File: src/rtl/cxi_pkg.sv
package cxi_pkg;

  localparam logic [1:0] CLS_AUTO = 2'b00;
  localparam logic [1:0] CLS_BLK  = 2'b01;
  localparam logic [1:0] CLS_NBLK = 2'b10;
  localparam logic [1:0] CLS_RSVD = 2'b11;

  localparam logic [1:0] FEM_IGNORE  = 2'b00;
  localparam logic [1:0] FEM_NONREC  = 2'b01;
  localparam logic [1:0] FEM_RECOV   = 2'b10;
  localparam logic [1:0] FEM_PRECISE = 2'b11;

  function automatic logic cls_legal(input logic [1:0] c);
    return c != CLS_RSVD;
  endfunction

  function automatic logic cls_returns(input logic [1:0] c);
    return (c == CLS_BLK) || (c == CLS_NBLK);
  endfunction

  // Without a floating-point unit every coprocessor exception is precise.
  function automatic logic [1:0] eff_mode(input logic fpu, input logic [1:0] fe);
    return fpu ? fe : FEM_PRECISE;
  endfunction

  function automatic logic exc_live(input logic en, input logic [1:0] m, input logic raised);
    return raised && en && (m != FEM_IGNORE);
  endfunction

  function automatic logic mode_recoverable(input logic [1:0] m);
    return m != FEM_NONREC;
  endfunction

endpackage

File: src/rtl/cxi_issue.sv
module cxi_issue
  import cxi_pkg::*;
#(
  parameter int RW = 5
) (
  input  logic          clk,
  input  logic          rst_n,
  input  logic          ins_valid,
  input  logic [1:0]    ins_class,
  input  logic [RW-1:0] ins_dst,
  input  logic          unit_on,
  input  logic          hold,
  input  logic          cop_ready,
  input  logic          cop_done,
  output logic          cop_valid,
  output logic          ins_taken,
  output logic          illegal,
  output logic          fire,
  output logic          retire,
  output logic          busy,
  output logic [1:0]    pend_cls,
  output logic [RW-1:0] pend_dst
);

  logic legal;

  always_comb begin
    legal     = cls_legal(ins_class);
    illegal   = ins_valid && (!unit_on || !legal);
    cop_valid = ins_valid && unit_on && legal && !busy && !hold;
    fire      = cop_valid && cop_ready;
    ins_taken = fire || illegal;
    retire    = cop_done && busy;
  end

  always_ff @(posedge clk) begin
    if (!rst_n) begin
      busy     <= 1'b0;
      pend_cls <= CLS_AUTO;
      pend_dst <= '0;
    end else if (fire) begin
      busy     <= 1'b1;
      pend_cls <= ins_class;
      pend_dst <= ins_dst;
    end else if (retire) begin
      busy     <= 1'b0;
    end
  end

endmodule

File: src/rtl/cxi_retire.sv
module cxi_retire
  import cxi_pkg::*;
#(
  parameter int DW = 32,
  parameter int RW = 5
) (
  input  logic          clk,
  input  logic          rst_n,
  input  logic          retire,
  input  logic [1:0]    pend_cls,
  input  logic [RW-1:0] pend_dst,
  input  logic [DW-1:0] cop_result,
  input  logic          cop_ovf,
  input  logic          cop_exc,
  input  logic          exc_en,
  input  logic          fpu_here,
  input  logic [1:0]    fe_mode,
  output logic          wb_valid,
  output logic [RW-1:0] wb_reg,
  output logic [DW-1:0] wb_data,
  output logic          wb_ovf,
  output logic          exc_report,
  output logic          exc_recov,
  output logic          exc_hold
);

  logic [1:0] mode;
  logic       wb_evt;
  logic       exc_evt;

  always_comb begin
    mode    = eff_mode(fpu_here, fe_mode);
    wb_evt  = retire && cls_returns(pend_cls);
    exc_evt = retire && exc_live(exc_en, mode, cop_exc);
  end

  always_ff @(posedge clk) begin
    if (!rst_n) begin
      wb_valid   <= 1'b0;
      wb_reg     <= '0;
      wb_data    <= '0;
      wb_ovf     <= 1'b0;
      exc_report <= 1'b0;
      exc_recov  <= 1'b0;
      exc_hold   <= 1'b0;
    end else begin
      wb_valid   <= wb_evt;
      exc_report <= exc_evt;
      exc_hold   <= exc_evt && (mode == FEM_PRECISE);
      if (wb_evt) begin
        wb_reg  <= pend_dst;
        wb_data <= cop_result;
        wb_ovf  <= cop_ovf;
      end
      if (exc_evt) exc_recov <= mode_recoverable(mode);
    end
  end

endmodule

File: src/rtl/cxi_stall.sv
module cxi_stall
  import cxi_pkg::*;
#(
  parameter int RW = 5
) (
  input  logic          ins_valid,
  input  logic          ins_taken,
  input  logic          busy,
  input  logic [1:0]    pend_cls,
  input  logic [RW-1:0] pend_dst,
  input  logic          host_src_valid,
  input  logic [RW-1:0] host_src_reg,
  input  logic          exc_hold,
  output logic          blk_wait,
  output logic          dep_stall,
  output logic          host_stall
);

  logic nb_pend;
  logic issue_wait;

  always_comb begin
    blk_wait   = busy && (pend_cls == CLS_BLK);
    nb_pend    = busy && (pend_cls == CLS_NBLK);
    dep_stall  = nb_pend && host_src_valid && (host_src_reg == pend_dst);
    issue_wait = ins_valid && !ins_taken;
    host_stall = issue_wait || blk_wait || dep_stall || exc_hold;
  end

endmodule

File: src/rtl/cxi_interlock.sv
module cxi_interlock
  import cxi_pkg::*;
#(
  parameter int DW = 32,
  parameter int RW = 5
) (
  input  logic          clk,
  input  logic          rst_n,
  input  logic          ctl_unit_on,
  input  logic          ctl_exc_en,
  input  logic          ctl_fpu_here,
  input  logic [1:0]    ctl_fe_mode,
  input  logic          ins_valid,
  input  logic [1:0]    ins_class,
  input  logic [RW-1:0] ins_dst,
  input  logic [DW-1:0] ins_opnd,
  output logic          ins_taken,
  output logic          illegal,
  output logic          host_stall,
  input  logic          host_src_valid,
  input  logic [RW-1:0] host_src_reg,
  output logic          cop_valid,
  input  logic          cop_ready,
  output logic [1:0]    cop_kind,
  output logic [DW-1:0] cop_data,
  input  logic          cop_done,
  input  logic [DW-1:0] cop_result,
  input  logic          cop_ovf,
  input  logic          cop_exc,
  output logic          wb_valid,
  output logic [RW-1:0] wb_reg,
  output logic [DW-1:0] wb_data,
  output logic          wb_ovf,
  output logic          exc_report,
  output logic          exc_recov
);

  // Internal events, named so the checker can observe them.
  logic          fire;
  logic          retire;
  logic          busy;
  logic [1:0]    pend_cls;
  logic [RW-1:0] pend_dst;
  logic          exc_hold;
  logic          blk_wait;
  logic          dep_stall;

  assign cop_kind = ins_class;
  assign cop_data = ins_opnd;

  cxi_issue #(.RW(RW)) u_issue (
    .clk       (clk),
    .rst_n     (rst_n),
    .ins_valid (ins_valid),
    .ins_class (ins_class),
    .ins_dst   (ins_dst),
    .unit_on   (ctl_unit_on),
    .hold      (exc_hold),
    .cop_ready (cop_ready),
    .cop_done  (cop_done),
    .cop_valid (cop_valid),
    .ins_taken (ins_taken),
    .illegal   (illegal),
    .fire      (fire),
    .retire    (retire),
    .busy      (busy),
    .pend_cls  (pend_cls),
    .pend_dst  (pend_dst)
  );

  cxi_retire #(.DW(DW), .RW(RW)) u_retire (
    .clk        (clk),
    .rst_n      (rst_n),
    .retire     (retire),
    .pend_cls   (pend_cls),
    .pend_dst   (pend_dst),
    .cop_result (cop_result),
    .cop_ovf    (cop_ovf),
    .cop_exc    (cop_exc),
    .exc_en     (ctl_exc_en),
    .fpu_here   (ctl_fpu_here),
    .fe_mode    (ctl_fe_mode),
    .wb_valid   (wb_valid),
    .wb_reg     (wb_reg),
    .wb_data    (wb_data),
    .wb_ovf     (wb_ovf),
    .exc_report (exc_report),
    .exc_recov  (exc_recov),
    .exc_hold   (exc_hold)
  );

  cxi_stall #(.RW(RW)) u_stall (
    .ins_valid      (ins_valid),
    .ins_taken      (ins_taken),
    .busy           (busy),
    .pend_cls       (pend_cls),
    .pend_dst       (pend_dst),
    .host_src_valid (host_src_valid),
    .host_src_reg   (host_src_reg),
    .exc_hold       (exc_hold),
    .blk_wait       (blk_wait),
    .dep_stall      (dep_stall),
    .host_stall     (host_stall)
  );

endmodule

File: config.mk
export PLATFORM = sky130hd
export DESIGN_NAME = cxi_interlock
export DESIGN_NICKNAME = d
export VERILOG_FILES = /design/src/rtl/cxi_pkg.sv /design/src/rtl/cxi_issue.sv /design/src/rtl/cxi_retire.sv /design/src/rtl/cxi_stall.sv /design/src/rtl/cxi_interlock.sv
export SDC_FILE = /design/constraint.sdc
export NUM_CORES = 1
export LEC_CHECK = 0
export ABC_CLOCK_PERIOD_IN_PS = 2800
export BUFFER_PORTS_ARGS = -buffer_cell sky130_fd_sc_hd__buf_2
export CAP_MARGIN = 20
export CORE_ASPECT_RATIO = 0.6
export CORE_MARGIN = 5
export CORE_UTILIZATION = 30
export CTS_CLUSTER_SIZE = 8
export DETAILED_ROUTE_END_ITERATION = 8
export MAX_ROUTING_LAYER = met4
export SYNTH_ARGS = -nofsm -noshare
export SYNTH_HDL_FRONTEND = slang
export SYNTH_SLANG_ARGS = --single-unit
File: constraint.sdc
create_clock -name clk -period 2.8 [get_ports clk]
set_input_delay 0.84 -clock clk [delete_from_list [all_inputs] [get_ports clk]]
set_output_delay 0.84 -clock clk [all_outputs]
set_load 0.01 [all_outputs]
==> report_table.html <==
<table>
<tr><th>Metric</th><th>Value</th></tr>
<tr><th colspan="2">Status</th></tr>
<tr><td>Outcome</td><td>finished, final reports clean</td></tr>
<tr><th colspan="2">GRT</th></tr>
<tr><td>Total global-route track usage</td><td>0.120</td></tr>
<tr><td>Residual overflow from global routing</td><td>0</td></tr>
<tr><td>Wire length of the first global-routing pass</td><td>around 9000 µm</td></tr>
<tr><td>Via count of the first global-routing pass</td><td>1902</td></tr>
<tr><td>Antenna violations before repair</td><td>0</td></tr>
<tr><td>Largest net degree at the start of global routing</td><td>between 40 and 50</td></tr>
<tr><th colspan="2">Route</th></tr>
<tr><td>Wire length per cell</td><td>12.8 µm</td></tr>
<tr><td>Detailed Routing Iterations Pass 1</td><td>4</td></tr>
<tr><td>Iteration-0 DRC count of the detailed router</td><td>93</td></tr>
<tr><td>Post-route DRC</td><td>0</td></tr>
<tr><td>Final routed wirelength across all metal layers</td><td>roughly 5700 µm</td></tr>
<tr><td>Number of nets still failing antenna checks after routing</td><td>0</td></tr>
<tr><td>Count of vias placed by the detailed router</td><td>approximately 2000</td></tr>
<tr><td>Vias per Instance</td><td>4.54</td></tr>
<tr><th colspan="2">Die</th></tr>
<tr><td>Die Y-Extent</td><td>a little under 80 µm</td></tr>
<tr><td>Number of cell rows</td><td>24</td></tr>
<tr><td>Effective utilization at floorplan</td><td>0.309</td></tr>
<tr><td>Ports placed on the boundary</td><td>roughly 170</td></tr>
<tr><td>Chip Width</td><td>122 µm</td></tr>
<tr><td>Area of the die</td><td>~9400 µm²</td></tr>
<tr><td>Area of the core</td><td>7300 µm²</td></tr>
<tr><th colspan="2">Final layout</th></tr>
<tr><td>Fin area</td><td>2720 µm²</td></tr>
<tr><td>Fraction of final layout cells with drive strength greater than 1</td><td>0.351</td></tr>
<tr><td>Number of flip-flops in the largest register</td><td>32</td></tr>
<tr><td>Nets</td><td>between 400 and 500</td></tr>
<tr><td>Relative area change from synthesis to final layout</td><td>20.5%</td></tr>
<tr><td>Number of non-filler instances in the completed layout</td><td>446</td></tr>
<tr><td>Number of antenna diodes</td><td>0</td></tr>
<tr><th colspan="2">Synthesis</th></tr>
<tr><td>Biggest area consumer among synthesized cells</td><td>dfxtp_1</td></tr>
<tr><td>Number of warning messages in the yosys log</td><td>0</td></tr>
<tr><td>Top-count cell post-synth</td><td>nand2_1</td></tr>
<tr><td>Leading cell types by count after synthesis</td><td>nand2_1, dfxtp_1, a21oi_1, buf_4, nand4_1</td></tr>
<tr><td>Most area-consuming cells after synthesis</td><td>dfxtp_1, nand2_1, buf_4, a21oi_1, nand4_1</td></tr>
<tr><td>Synth Area per Inst</td><td>8.12 µm²</td></tr>
<tr><td>EDFF count, synth</td><td>0</td></tr>
<tr><td>Number of flip-flops and latches in the synthesized netlist</td><td>50</td></tr>
<tr><td>Net count after synthesis</td><td>369</td></tr>
<tr><td>Ys async rst share</td><td>0</td></tr>
<tr><td>Fraction of synthesized cell area taken by the top area cell type</td><td>0.443</td></tr>
<tr><td>Distinct cell type count of the synthesized netlist</td><td>30</td></tr>
<tr><td>Post-Syn Instances</td><td>278</td></tr>
<tr><td>Proportion of synthesized chip area in sequential cells</td><td>0.443</td></tr>
<tr><td>Top FF cell, synth</td><td>dfxtp_1</td></tr>
<tr><td>Netlist Area Pre-Place</td><td>2260 µm²</td></tr>
<tr><th colspan="2">Timing</th></tr>
<tr><td>Fmax</td><td>393 MHz</td></tr>
<tr><td>Worst setup skew after layout</td><td>0.00196 ns</td></tr>
<tr><td>Least-Margin Pin Slew</td><td>0.726 ns</td></tr>
<tr><td>Setup repair after global routing missed its margin</td><td>false</td></tr>
<tr><td>Max-slew violation total from the final report</td><td>0</td></tr>
<tr><td>Setup violators final</td><td>0</td></tr>
<tr><td>Worst hold margin</td><td>0.452 ns</td></tr>
<tr><td>Post-route setup slack</td><td>0.254 ns</td></tr>
<tr><td>Crit share post-route</td><td>0.909</td></tr>
<tr><td>Summed negative setup slack over all endpoints</td><td>0 ns</td></tr>
<tr><td>Fin. Hold Viols</td><td>0</td></tr>
<tr><td>Worst-case headroom to the max-slew limit</td><td>0.516</td></tr>
<tr><td>Time the final worst path needs with I/O delays and setup</td><td>approximately 2.5 ns</td></tr>
<tr><th colspan="2">Placed design</th></tr>
<tr><td>Setup WS pre-CTS</td><td>0.139 ns</td></tr>
<tr><td>GP Congestion</td><td>0.838</td></tr>
<tr><td>Cell total after placement</td><td>between 400 and 500</td></tr>
<tr><td>HPWL after detailed placement</td><td>4120 µm</td></tr>
<tr><td>Port bufs</td><td>slightly above 100</td></tr>
<tr><td>DP Area</td><td>~2600 µm²</td></tr>
<tr><th colspan="2">Critical path</th></tr>
<tr><td>Crit-path slowest cell</td><td>a21boi_1</td></tr>
<tr><td>Series of cell instances along the critical path</td><td>buf_2 -&gt; a21boi_1 -&gt; a31oi_1 -&gt; o221ai_1 -&gt; buf_2</td></tr>
<tr><td>Req. time, crit path</td><td>about 2.0 ns</td></tr>
<tr><td>Family with the most delay on the worst path</td><td>compound AO/OA/AOI/OAI gates</td></tr>
<tr><td>Data arrival time of the critical path</td><td>1.71 ns</td></tr>
<tr><td>Startpoint Class</td><td>input port</td></tr>
<tr><td>CP Capture Type</td><td>output pin</td></tr>
<tr><td>Launch point of the worst reg-to-reg path</td><td>u_issue.pend_cls[0]</td></tr>
<tr><td>Dominant cell type by count on the critical path</td><td>buf_2</td></tr>
<tr><td>Combined buffer and inverter count along the critical path</td><td>2</td></tr>
<tr><td>Setup Crit Path Kind</td><td>input port to output pin</td></tr>
<tr><td>Critical Path Fanout Max</td><td>4</td></tr>
<tr><td>Critical path's largest stage delay</td><td>around 0.27 ns</td></tr>
<tr><td>Start point of the critical path</td><td>ins_class[0]</td></tr>
<tr><td>Slack of the worst reg-to-reg path</td><td>0.96 ns</td></tr>
<tr><th colspan="2">CTS</th></tr>
<tr><td>Sink Count</td><td>50</td></tr>
<tr><td>Clock latency of the later-clocked register in the worst-skew pair</td><td>0.29 ns</td></tr>
<tr><td>CTS H-tree depth</td><td>2</td></tr>
<tr><td>Number of buffers inserted during clock tree synthesis</td><td>5</td></tr>
<tr><td>Post-CTS setup buffers</td><td>0</td></tr>
<tr><td>Max Root-Sink Buffers</td><td>2</td></tr>
<tr><td>Clock input transition at the sequential cells of the worst setup and hold paths</td><td>~0.07 ns</td></tr>
<tr><td>CTS resizes</td><td>0</td></tr>
<tr><td>Root cell of the clock tree</td><td>clkbuf_16</td></tr>
<tr><td>Hold buffer count at cts</td><td>0</td></tr>
<tr><td>TritonCTS clock tree</td><td>yes</td></tr>
<tr><th colspan="2">Pwr</th></tr>
<tr><td>Cell Pwr Density</td><td>527 nW/µm²</td></tr>
<tr><td>VDD IR-drop max</td><td>0.000228 V</td></tr>
<tr><td>Static Leakage</td><td>approximately 1.2 nW</td></tr>
<tr><th colspan="2">Worst hold path</th></tr>
<tr><td>Min-delay src</td><td>u_retire.wb_data[30]</td></tr>
<tr><td>Min-delay worst type</td><td>flop to flop</td></tr>
<tr><th colspan="2">Job</th></tr>
<tr><td>Count of max-cap constraint violations</td><td>0</td></tr>
</table>
==> layer usage <==
| metal | wire length [µm] | global-route usage |
|---|---|---|
| met5 | 0 | - |
| met3 | 534 | 0.0522 |
| met1 | 2880 | 0.165 |
| met2 | 2250 | 0.163 |
| met4 | 36 | 0.0246 |
==> cell families after synthesis <==
| group | share of synthesized area |
|---|---|
| xor+xnor | 0.0194 |
| simple gates | 0.183 |
| fa+ha+maj | 0.0111 |
| flops | 0.443 |
| buf+inv | 0.184 |
| compound gates | 0.159 |
==> area by class of cell <==
class | instances | area, µm²
clock buffers | 5 | 125
clock inverters | 3 | 23.8
fillers | 797 | 4580
inverters | 9 | 33.8
multi-input cells | 167 | 841
flip-flops and latches | 50 | 1000
well taps | 104 | 130
repair buffers | 108 | 566
==> placed cells by master (no fill, tap or decap), types with 2 or more instances in the layout <==
master | netlist | layout
nor2_1 | 3 | 3
buf_2 | 7 | 103
ha_1 | 2 | 2
inv_1 | 8 | 8
a31oi_1 | 2 | 2
buf_4 | 37 | 4
nand2_1 | 77 | 77
xnor2_1 | 5 | 5
nand4_1 | 10 | 10
a21oi_1 | 49 | 49
clkbuf_16 | 0 | 5
clkinvlp_4 | 0 | 2
o31ai_1 | 7 | 7
dfxtp_1 | 50 | 50
==> power by group <==
part           switching [W]  leakage (nW)  internal (W)
combinational      0.0000548         0.704     0.0000499
sequential        0.00000478         0.403      0.000715
clock               0.000276        0.0664      0.000334
total               0.000335          1.17       0.00110
==> worst reg2reg max path: cells and delay by family, from the launching register on <==
kind	cells	cell delay (ns)
adder cells (fa/ha/maj)	1	0.30
buffers and inverters	1	0.06
AND/OR/NAND/NOR	2	0.87
flip-flops	1	0.38
AO/OA/AOI/OAI	1	0.16
==> metrics by stage <==
stage / utilization / total power [W]
floorplan: - / 0.000836
global placement: 0.352 / 0.000838
detailed placement: 0.352 / 0.000840
CTS: 0.373 / 0.00146
global route: 0.373 / 0.00151
finish: 0.373 / 0.00143
==> path summary, 6_finish.rpt <==
check	cells after the start	endpoint
setup / recovery	5	host_stall
hold / removal	2	u_retire.wb_data[30]
setup reg to reg	5	u_retire.wb_data[31]
hold reg to reg	2	u_retire.wb_data[30]
Note: power is estimated with default switching activity, not from simulation.
